File: src/rtl/steer_pkg.sv
package steer_pkg;
   localparam int MAX_RANGES = 4;
   localparam int CAT_W      = 3;

   typedef enum logic [CAT_W-1:0] {
      CAT_L3BANK  = 3'd0,
      CAT_MSLICE  = 3'd1,
      CAT_LNCF    = 3'd2,
      CAT_INST0   = 3'd3,
      CAT_DEFAULT = 3'd4
   } steer_cat_e;
endpackage

File: src/rtl/steer_range_match.sv
module steer_range_match
   import steer_pkg::*;
#(
   parameter int                               OFS_W  = 24,
   parameter int                               NRANGE = 1,
   parameter logic [MAX_RANGES*OFS_W-1:0]      LO     = '0,
   parameter logic [MAX_RANGES*OFS_W-1:0]      HI     = '0
) (
   input  logic [OFS_W-1:0] offset,
   output logic             hit
);
   generate
      if (NRANGE < 0 || NRANGE > MAX_RANGES) begin : g_bad_count
         $error("steer_range_match: NRANGE outside 0..MAX_RANGES");
      end
      if (NRANGE == 0) begin : g_empty
         assign hit = 1'b0;
      end else begin : g_cmp
         logic [NRANGE-1:0] in_range;
         for (genvar r = 0; r < NRANGE; r++) begin : g_rng
            if (LO[r*OFS_W +: OFS_W] > HI[r*OFS_W +: OFS_W]) begin : g_bad_order
               $error("steer_range_match: range start above range end");
            end
            assign in_range[r] = (offset >= LO[r*OFS_W +: OFS_W]) &&
                                 (offset <= HI[r*OFS_W +: OFS_W]);
         end
         assign hit = |in_range;
      end
   endgenerate
endmodule

File: src/rtl/steer_lowbit.sv
module steer_lowbit #(
   parameter int W  = 8,
   localparam int IW = (W > 1) ? $clog2(W) : 1
) (
   input  logic [W-1:0]  vec,
   output logic [IW-1:0] idx,
   output logic          found
);
   generate
      if (W < 1) begin : g_bad_w
         $error("steer_lowbit: W must be at least 1");
      end
   endgenerate

   always_comb begin
      idx   = '0;
      found = 1'b0;
      for (int i = W - 1; i >= 0; i--) begin
         if (vec[i]) begin
            idx   = IW'(i);
            found = 1'b1;
         end
      end
   end
endmodule

File: src/rtl/steer_target_resolver.sv
module steer_target_resolver
   import steer_pkg::*;
#(
   parameter int OFS_W        = 24,
   parameter int GRP_W        = 6,
   parameter int INST_W       = 6,
   parameter int FUSE_W       = 16,
   parameter int BANK_LSB     = 4,
   parameter int NBANK        = 8,
   parameter int NSLICE       = 4,
   parameter int SS_PER_SLICE = 4,
   parameter int L3_CNT = 1,
   parameter logic [MAX_RANGES*OFS_W-1:0] L3_LO = {24'h0, 24'h0, 24'h0, 24'h00B100},
   parameter logic [MAX_RANGES*OFS_W-1:0] L3_HI = {24'h0, 24'h0, 24'h0, 24'h00B3FF},
   parameter int MS_CNT = 4,
   parameter logic [MAX_RANGES*OFS_W-1:0] MS_LO = {24'h00E900, 24'h00DD00, 24'h00C800, 24'h004000},
   parameter logic [MAX_RANGES*OFS_W-1:0] MS_HI = {24'h00FFFF, 24'h00DDFF, 24'h00CFFF, 24'h004AFF},
   parameter int LN_CNT = 2,
   parameter logic [MAX_RANGES*OFS_W-1:0] LN_LO = {24'h0, 24'h0, 24'h00D800, 24'h00B000},
   parameter logic [MAX_RANGES*OFS_W-1:0] LN_HI = {24'h0, 24'h0, 24'h00D8FF, 24'h00B0FF},
   parameter int I0_CNT = 1,
   parameter logic [MAX_RANGES*OFS_W-1:0] I0_LO = {24'h0, 24'h0, 24'h0, 24'h008800},
   parameter logic [MAX_RANGES*OFS_W-1:0] I0_HI = {24'h0, 24'h0, 24'h0, 24'h00887F}
) (
   input  logic                           clk,
   input  logic                           rst_n,
   input  logic                           req_valid,
   input  logic [OFS_W-1:0]               req_offset,
   input  logic [FUSE_W-1:0]              bank_fuse,
   input  logic [NSLICE-1:0]              meml3_en,
   input  logic [NSLICE*SS_PER_SLICE-1:0] ss_present,
   input  logic [GRP_W-1:0]               dflt_group,
   input  logic [INST_W-1:0]              dflt_inst,
   output logic                           rsp_valid,
   output logic [GRP_W-1:0]               rsp_group,
   output logic [INST_W-1:0]              rsp_inst,
   output logic [CAT_W-1:0]               rsp_cat,
   output logic                           rsp_warn
);
   localparam int BIW = (NBANK > 1) ? $clog2(NBANK) : 1;
   localparam int SIW = (NSLICE > 1) ? $clog2(NSLICE) : 1;

   generate
      if (BANK_LSB < 0 || BANK_LSB + NBANK > FUSE_W) begin : g_bad_field
         $error("steer_target_resolver: bank field outside fuse word");
      end
      if (INST_W < BIW) begin : g_bad_inst
         $error("steer_target_resolver: INST_W too narrow for bank index");
      end
      if (GRP_W < SIW + 1) begin : g_bad_grp
         $error("steer_target_resolver: GRP_W too narrow for doubled slice index");
      end
   endgenerate

   // ---- availability masks ----
   logic [NBANK-1:0]  bank_present;
   logic [NSLICE-1:0] slice_present;
   logic              unused_fuse_bits;

   assign bank_present     = ~bank_fuse[BANK_LSB +: NBANK];
   assign unused_fuse_bits = ^bank_fuse;

   generate
      for (genvar s = 0; s < NSLICE; s++) begin : g_slice
         assign slice_present[s] = meml3_en[s] |
                                   (|ss_present[s*SS_PER_SLICE +: SS_PER_SLICE]);
      end
   endgenerate

   logic [BIW-1:0] bank_idx;
   logic           bank_found;
   logic [SIW-1:0] slice_idx;
   logic           slice_found;

   steer_lowbit #(.W(NBANK))  u_bank_low  (.vec(bank_present),  .idx(bank_idx),  .found(bank_found));
   steer_lowbit #(.W(NSLICE)) u_slice_low (.vec(slice_present), .idx(slice_idx), .found(slice_found));

   // ---- range tables, one per category ----
   logic hit_l3, hit_ms, hit_ln, hit_i0;

   steer_range_match #(.OFS_W(OFS_W), .NRANGE(L3_CNT), .LO(L3_LO), .HI(L3_HI))
      u_rng_l3 (.offset(req_offset), .hit(hit_l3));
   steer_range_match #(.OFS_W(OFS_W), .NRANGE(MS_CNT), .LO(MS_LO), .HI(MS_HI))
      u_rng_ms (.offset(req_offset), .hit(hit_ms));
   steer_range_match #(.OFS_W(OFS_W), .NRANGE(LN_CNT), .LO(LN_LO), .HI(LN_HI))
      u_rng_ln (.offset(req_offset), .hit(hit_ln));
   steer_range_match #(.OFS_W(OFS_W), .NRANGE(I0_CNT), .LO(I0_LO), .HI(I0_HI))
      u_rng_i0 (.offset(req_offset), .hit(hit_i0));

   // ---- priority select ----
   logic [GRP_W-1:0]  nxt_group;
   logic [INST_W-1:0] nxt_inst;
   steer_cat_e        nxt_cat;
   logic              nxt_warn;

   always_comb begin
      nxt_group = dflt_group;
      nxt_inst  = dflt_inst;
      nxt_cat   = CAT_DEFAULT;
      nxt_warn  = 1'b0;
      if (hit_l3) begin
         nxt_cat   = CAT_L3BANK;
         nxt_group = '0;
         nxt_inst  = bank_found ? INST_W'(bank_idx) : '0;
         nxt_warn  = ~bank_found;
      end else if (hit_ms) begin
         nxt_cat   = CAT_MSLICE;
         nxt_group = slice_found ? GRP_W'(slice_idx) : '0;
         nxt_inst  = '0;
         nxt_warn  = ~slice_found;
      end else if (hit_ln) begin
         nxt_cat   = CAT_LNCF;
         nxt_group = slice_found ? GRP_W'({slice_idx, 1'b0}) : '0;
         nxt_inst  = '0;
         nxt_warn  = ~slice_found;
      end else if (hit_i0) begin
         nxt_cat   = CAT_INST0;
         nxt_group = '0;
         nxt_inst  = '0;
      end
   end

   // ---- result register ----
   steer_cat_e cat_q;

   always_ff @(posedge clk or negedge rst_n) begin
      if (!rst_n) begin
         rsp_valid <= 1'b0;
         rsp_group <= '0;
         rsp_inst  <= '0;
         cat_q     <= CAT_DEFAULT;
         rsp_warn  <= 1'b0;
      end else begin
         rsp_valid <= req_valid;
         if (req_valid) begin
            rsp_group <= nxt_group;
            rsp_inst  <= nxt_inst;
            cat_q     <= nxt_cat;
            rsp_warn  <= nxt_warn;
         end
      end
   end

   assign rsp_cat = cat_q;

   // ---- assertions ----
   a_r10_valid_follows: assert property (@(posedge clk) disable iff (!rst_n)
      req_valid |=> rsp_valid);
   a_r10_valid_single: assert property (@(posedge clk) disable iff (!rst_n)
      !req_valid |=> !rsp_valid);
   a_r10_hold: assert property (@(posedge clk) disable iff (!rst_n)
      !req_valid |=> $stable(rsp_group) && $stable(rsp_inst) && $stable(rsp_cat));
   a_r9_warn_zero: assert property (@(posedge clk) disable iff (!rst_n)
      rsp_warn |-> (rsp_group == '0) && (rsp_inst == '0));
   a_r9_warn_cat: assert property (@(posedge clk) disable iff (!rst_n)
      rsp_warn |-> (cat_q == CAT_L3BANK) || (cat_q == CAT_MSLICE) || (cat_q == CAT_LNCF));
   a_r9_l3_warn_mask: assert property (@(posedge clk) disable iff (!rst_n)
      rsp_valid && (cat_q == CAT_L3BANK) |-> rsp_warn == ($past(bank_present) == '0));
   a_r3_l3_group: assert property (@(posedge clk) disable iff (!rst_n)
      (cat_q == CAT_L3BANK) |-> rsp_group == '0);
   a_r4_ms_inst: assert property (@(posedge clk) disable iff (!rst_n)
      (cat_q == CAT_MSLICE) |-> rsp_inst == '0);
   a_r5_ln_even: assert property (@(posedge clk) disable iff (!rst_n)
      (cat_q == CAT_LNCF) |-> (rsp_group[0] == 1'b0) && (rsp_inst == '0));
   a_r6_inst0_zero: assert property (@(posedge clk) disable iff (!rst_n)
      (cat_q == CAT_INST0) |-> (rsp_group == '0) && (rsp_inst == '0));
   a_r2_default_pair: assert property (@(posedge clk) disable iff (!rst_n)
      rsp_valid && (cat_q == CAT_DEFAULT) |->
         (rsp_group == $past(dflt_group)) && (rsp_inst == $past(dflt_inst)));
endmodule

File: config.mk
export PLATFORM = sky130hd
export DESIGN_NAME = steer_target_resolver
export DESIGN_NICKNAME = d
export VERILOG_FILES = /design/src/rtl/steer_pkg.sv /design/src/rtl/steer_range_match.sv /design/src/rtl/steer_lowbit.sv /design/src/rtl/steer_target_resolver.sv
export SDC_FILE = /design/constraint.sdc
export NUM_CORES = 1
export LEC_CHECK = 0
export ABC_CLOCK_PERIOD_IN_PS = 1600
export BUFFER_PORTS_ARGS = -buffer_cell sky130_fd_sc_hd__buf_4
export CORE_MARGIN = 1.5
export CORE_UTILIZATION = 39
export DETAILED_ROUTE_END_ITERATION = 8
export HOLD_SLACK_MARGIN = 0.15
export PLACE_DENSITY = 0.84
export SYNTH_ARGS = -nofsm -noshare
export SYNTH_HDL_FRONTEND = slang
export SYNTH_SLANG_ARGS = --single-unit
File: constraint.sdc
create_clock -name clk -period 1.6 [get_ports clk]
set_clock_uncertainty 0.05 [all_clocks]
set_input_delay 0.32 -clock clk [delete_from_list [all_inputs] [get_ports clk]]
set_output_delay 0.32 -clock clk [all_outputs]
set_load 0.05 [all_outputs]
-- After elaboration in Yosys (flattened, before gate mapping)
Cells that the tools add are included.
- order comparisons: 16
- mux-type cells: 42
- bitwise operators: 7
- reduce and logical (&&, ||, !) cells: 14
- operators with widths (kind ; count):
    $ge 24x16->1 const B ; 7
    $le 24x16->1 const B ; 7
    $mux 6 ; 8
    $mux 3 ; 14
    $ge 24x15->1 const B ; 1
    $le 24x15->1 const B ; 1
    $reduce_or 4->1 ; 5
    $mux 1 ; 15
    $mux 2 ; 5
    $logic_and 1x1->1 ; 8
    $not 8->8 ; 1
    $or 1x1->1 ; 4
    $not 1->1 ; 2
    $reduce_or 2->1 ; 1
- register bits: 17
- output and inout port bits: 17
- logic and storage cells: 84

-- Depth between registers and ports, before layout
- word-level depth: 11
- mapped depth: 7
- depth with buffers taken out: 6

-- Cells and area by module
From an unflattened synthesis, not the netlist that was laid out.
- cell total of the unflattened synthesis: 154
- area total of the unflattened synthesis: 1241.2 um^2
- by module, submodules not included (module ; instances ; cells each ; area an instance (um^2) ; sequential area each (um^2)):
    steer_target_resolver ; 1 ; 99 ; 864.6 ; 426.7
    steer_range_match (u_rng_ms) ; 1 ; 15 ; 97.6 ; 0.0
    steer_lowbit (u_bank_low) ; 1 ; 13 ; 80.1 ; 0.0
    steer_range_match (u_rng_ln) ; 1 ; 8 ; 66.3 ; 0.0
    steer_range_match (u_rng_i0) ; 1 ; 6 ; 60.1 ; 0.0
    steer_range_match (u_rng_l3) ; 1 ; 6 ; 37.5 ; 0.0
    steer_lowbit (u_slice_low) ; 1 ; 7 ; 35.0 ; 0.0

-- Worst setup path before layout
Ideal clock, no wire load.
- path kind: input port to flip-flop
- start point: input req_offset[21]
- end point: register rsp_inst[0]
- library setup time: 126 ps
- data arrival time: 2000 ps
- data required time: 1424 ps
- slack: -576 ps
- cell stages on the path: 7
- path buffers: 1
- cells stage by stage: or4_4 > or3b_4 > nor2_2 > nor2_2 > and3_4 > buf_6 > a221o_1
- longest elaborated chain between the ends: 6
- ends and longest elaborated chain (element ; line ; source):
    start: declaration ; steer_target_resolver.sv:28 ; input logic [OFS_W-1:0] req_offset,
    $ge 24x16->1 or $le 24x16->1 (tied branches) ; steer_range_match.sv:24, steer_range_match.sv:25 ;
    $logic_and 1x1->1 ; steer_range_match.sv:24 ; assign in_range[r] = (offset >= LO[r*OFS_W +: OFS_W]) &&
    $mux 6 or $reduce_or 2->1 (tied branches) ; steer_target_resolver.sv:116, steer_range_match.sv:27 ;
    $mux 6 ; steer_target_resolver.sv:111 ; end else if (hit_ln) begin
    $mux 6 ; steer_target_resolver.sv:106 ; end else if (hit_ms) begin
    $mux 6 * ; steer_target_resolver.sv:101 ; if (hit_l3) begin
    end signal: assignment ; steer_target_resolver.sv:137 ; rsp_inst <= nxt_inst;
    end: declaration ; steer_target_resolver.sv:36 ; output logic [INST_W-1:0] rsp_inst,
Every way passes the cells marked *; elsewhere a longest branch is shown, timed or not.
A chain may end at the register's enable or synchronous reset.

-- Final worst setup path
- start point: input req_offset[21]
- end point: register rsp_group[2]
- longest elaborated chain between the ends: 6
- ends and longest elaborated chain (element ; line ; source):
    $ge 24x16->1 or $le 24x16->1 (tied branches) ; steer_range_match.sv:24, steer_range_match.sv:25 ;
    $logic_and 1x1->1 ; steer_range_match.sv:24 ;
    $mux 6 or $reduce_or 2->1 (tied branches) ; steer_target_resolver.sv:116, steer_range_match.sv:27 ;
    $mux 6 ; steer_target_resolver.sv:111 ;
    $mux 6 ; steer_target_resolver.sv:106 ;
    $mux 6 * ; steer_target_resolver.sv:101 ;
    end signal: assignment ; steer_target_resolver.sv:136 ; rsp_group <= nxt_group;
    end: declaration ; steer_target_resolver.sv:35 ; output logic [GRP_W-1:0] rsp_group,
Marks and branches as above.

==> metrics.txt <==
Die X=53.6 µm; Slew HR=73.0%; Post-Place Cells=226; RSZ-0062 raised after global routing=yes; post-synth top area cell=dfrtp_1; Layout area overhead=87.2%; Worst-path clk slew=90 ps; post-synthesis sequential area ratio=42.7%; maximum clock path buffer count=2; Worst IR Drop VDD=460 µV; DIE AREA=0.00288 mm²; largest net degree at the start of global routing=18; remaining global-route overflow=0; #FFs+latches synth=17; Final Non-Filler Cells=235; Mapped Nets=about 180; vias in the first global route=1151; Fillers=154; Sink Count=17; FMAX=514 MHz; post-route antenna net violation count=0; ant diodes=0; pwr dens=605 mW/mm²; status=finished, violations left; drt total wl=3470 µm; worst slack at placement=-764 ps; slowest CP cell=or4_4; worst hold path class=in2reg; global-route wire length before repair=4820 µm; vias per inst=5.58; commonest non-fill, non-tap cell in the layout=buf_4; max-slew violations=0; CP Launch Type=input port; final hold vios=0; Final min period=1950 ps; critical path data required time=about 1800 ps; post-synthesis cell count=roughly 100; Critical Path AT=2120 ps; DR DRC count=0; vias post-DR=1312; violated checks=setup timing; final worst slack=-347 ps; final setup violation count=15; H-tree Lvls=1; P_leak=between 0.9 and 1 nW; GRT Total Usage=22.6%; Die Height=53.6 µm; most frequent cells in the layout=92 x buf_4, 16 x dfrtp_1, 11 x nand2_1, 9 x nor2_1, 8 x a22o_1; Reg area=427 µm²; delay of the slowest critical-path stage=520 ps; Avg Cell Area, Syn=9.61 µm²; footprint of the multi-input gates=607 µm²; 1st-iter DRT viols=26; share of layout cells above drive strength 1=55.1%; latest clock arrival within the worst-skew pair=280 ps; Placeable Area=0.00245 mm²; Max-Cap Viols=0; Worst setup EP type=flip-flop; I/O pins=92; total power=0.00113 W; Crit Path Max Fanout=3; # port buffers=76; share of the synthesized area in the top cell type=40.1%; Worst-Margin Slew=399 ps; post-synthesis cell type count=41; Final Net Count=around 280; initial antenna violation count=0; period utilisation layout=122%; Initial Util=40.7%; drt wl/cell=14.8 µm; Yosys warning count=0; CTS Root Cell=clkbuf_4; synthesized cell area=1000 µm²; total CTS buffers=3; Pre-antenna DRT Iters=4; hpwl dp=2590 µm; Worst Path Class, Setup=in2reg; placement row count=18; CP cell instances=buf_6, or4_4, or3b_4, nor4b_4, buf_4, a22o_1, a32o_1; GP Congestion=0.741; CTS tree=built; main area contributors after synthesis=dfrtp_1 40%, a22o_1 7.0%, nand2_1 4.1%
-- cell usage after synthesis, drive strengths merged --
cell      n
o2111ai   1
a21boi    1
or4       5
a311oi    1
mux2i     1
nor3      3
dfstp     1
inv       4
o32a      1
nor2b     2
o32ai     1
a21o      2
buf       1
o21ai     7
a221o     3
nor4bb    1
nand3     2
clkinv    1
nand4     3
clkbuf    1
nor4b     2
o2bb2ai   1
a21bo     1
nor3b     1
a31oi     3
nor2     11
or4b      1
and3      2
a31o      1
or3b      1
nand2    11
a32o      1
a21oi     1
dfrtp    16
a22o      8
a211o     1
-- power breakdown --
part / switching [W] / total, W / internal [W]
Sequential: 0.0000191 / 0.000481 / 0.000462
Clock: 0.000124 / 0.000221 / 0.0000966
Combinational: 0.000224 / 0.000429 / 0.000205
-- layer usage --
layer | track usage, % | routed length [µm] | up-vias
li1 | - | - | 611
met1 | 26.5 | 1270 | 612
met2 | 42.8 | 1890 | 82
met3 | 1.67 | 241 | 7
met4 | 7.69 | 72 | 0
met5 | 0 | 0 | -
-- final cells by class --
cell class / instances / area share [%]
Timing Repair Buffer: 98 / 40.4
Inverter: 5 / 1.00
Clock buffer: 4 / 1.40
Tap cell: 30 / 2.01
Multi-Input combinational cell: 81 / 32.4
Sequential cell: 17 / 22.8
-- sequential cells by signal (all words and copies together), names as in the netlist --
name	flops
rsp_group	6
rsp_inst	6
rsp_cat	3
rsp_valid	1
rsp_warn	1
-- final timing paths --
check	start	end	slack, ps	cells after the start
worst min-delay path	dflt_inst[4]	rsp_inst[4]	200	2
max in group asynchronous	rst_n	rsp_cat[2]	870	2
worst max register to register	rsp_inst[1]	rsp_inst[1]	690	1
worst max-delay path	req_offset[21]	rsp_group[2]	-350	7
min in group asynchronous	rst_n	rsp_inst[5]	380	2
worst min register to register	rsp_cat[2]	rsp_cat[2]	470	1
-- metrics by stage --
stage,util (%),instance area [µm²],setup TNS (ps),hold slack (ps)
3_3_place_gp,70.8,1740,-8210,141
6_report,76.2,1870,-3490,203
5_1_grt,76.2,1870,-3530,183
4_1_cts,74.7,1830,-3500,192
2_1_floorplan,-,1010,-6290,-25.6
3_5_place_dp,70.8,1740,-8670,145
-- critical path: cells and delay by family --
kind	cells	cell delay, ps
and+or+nand+nor	3	1240
AOI/OAI and AO/OA	2	280
buffers and inverters	2	270
-- cells by family after synthesis --
logic type	count (synthesis)	share of synthesized area (%)
flip-flops	17	42.7
AND/OR/NAND/NOR	45	26.5
AO/OA/AOI/OAI	34	26.4
multiplexers	1	1.00
buffers and inverters	7	3.38
-- what timing repair did --
action	4_1_cts	5_1_grt
setup endpoints to repair	14	16
hold endpoints to repair	18	0
pin swaps	10	8
cloned	1	0
hold buffers	2	0
buffers inserted	2	0
gates resized for setup	5	6
No activity file was read; power rests on OpenSTA's default activity.
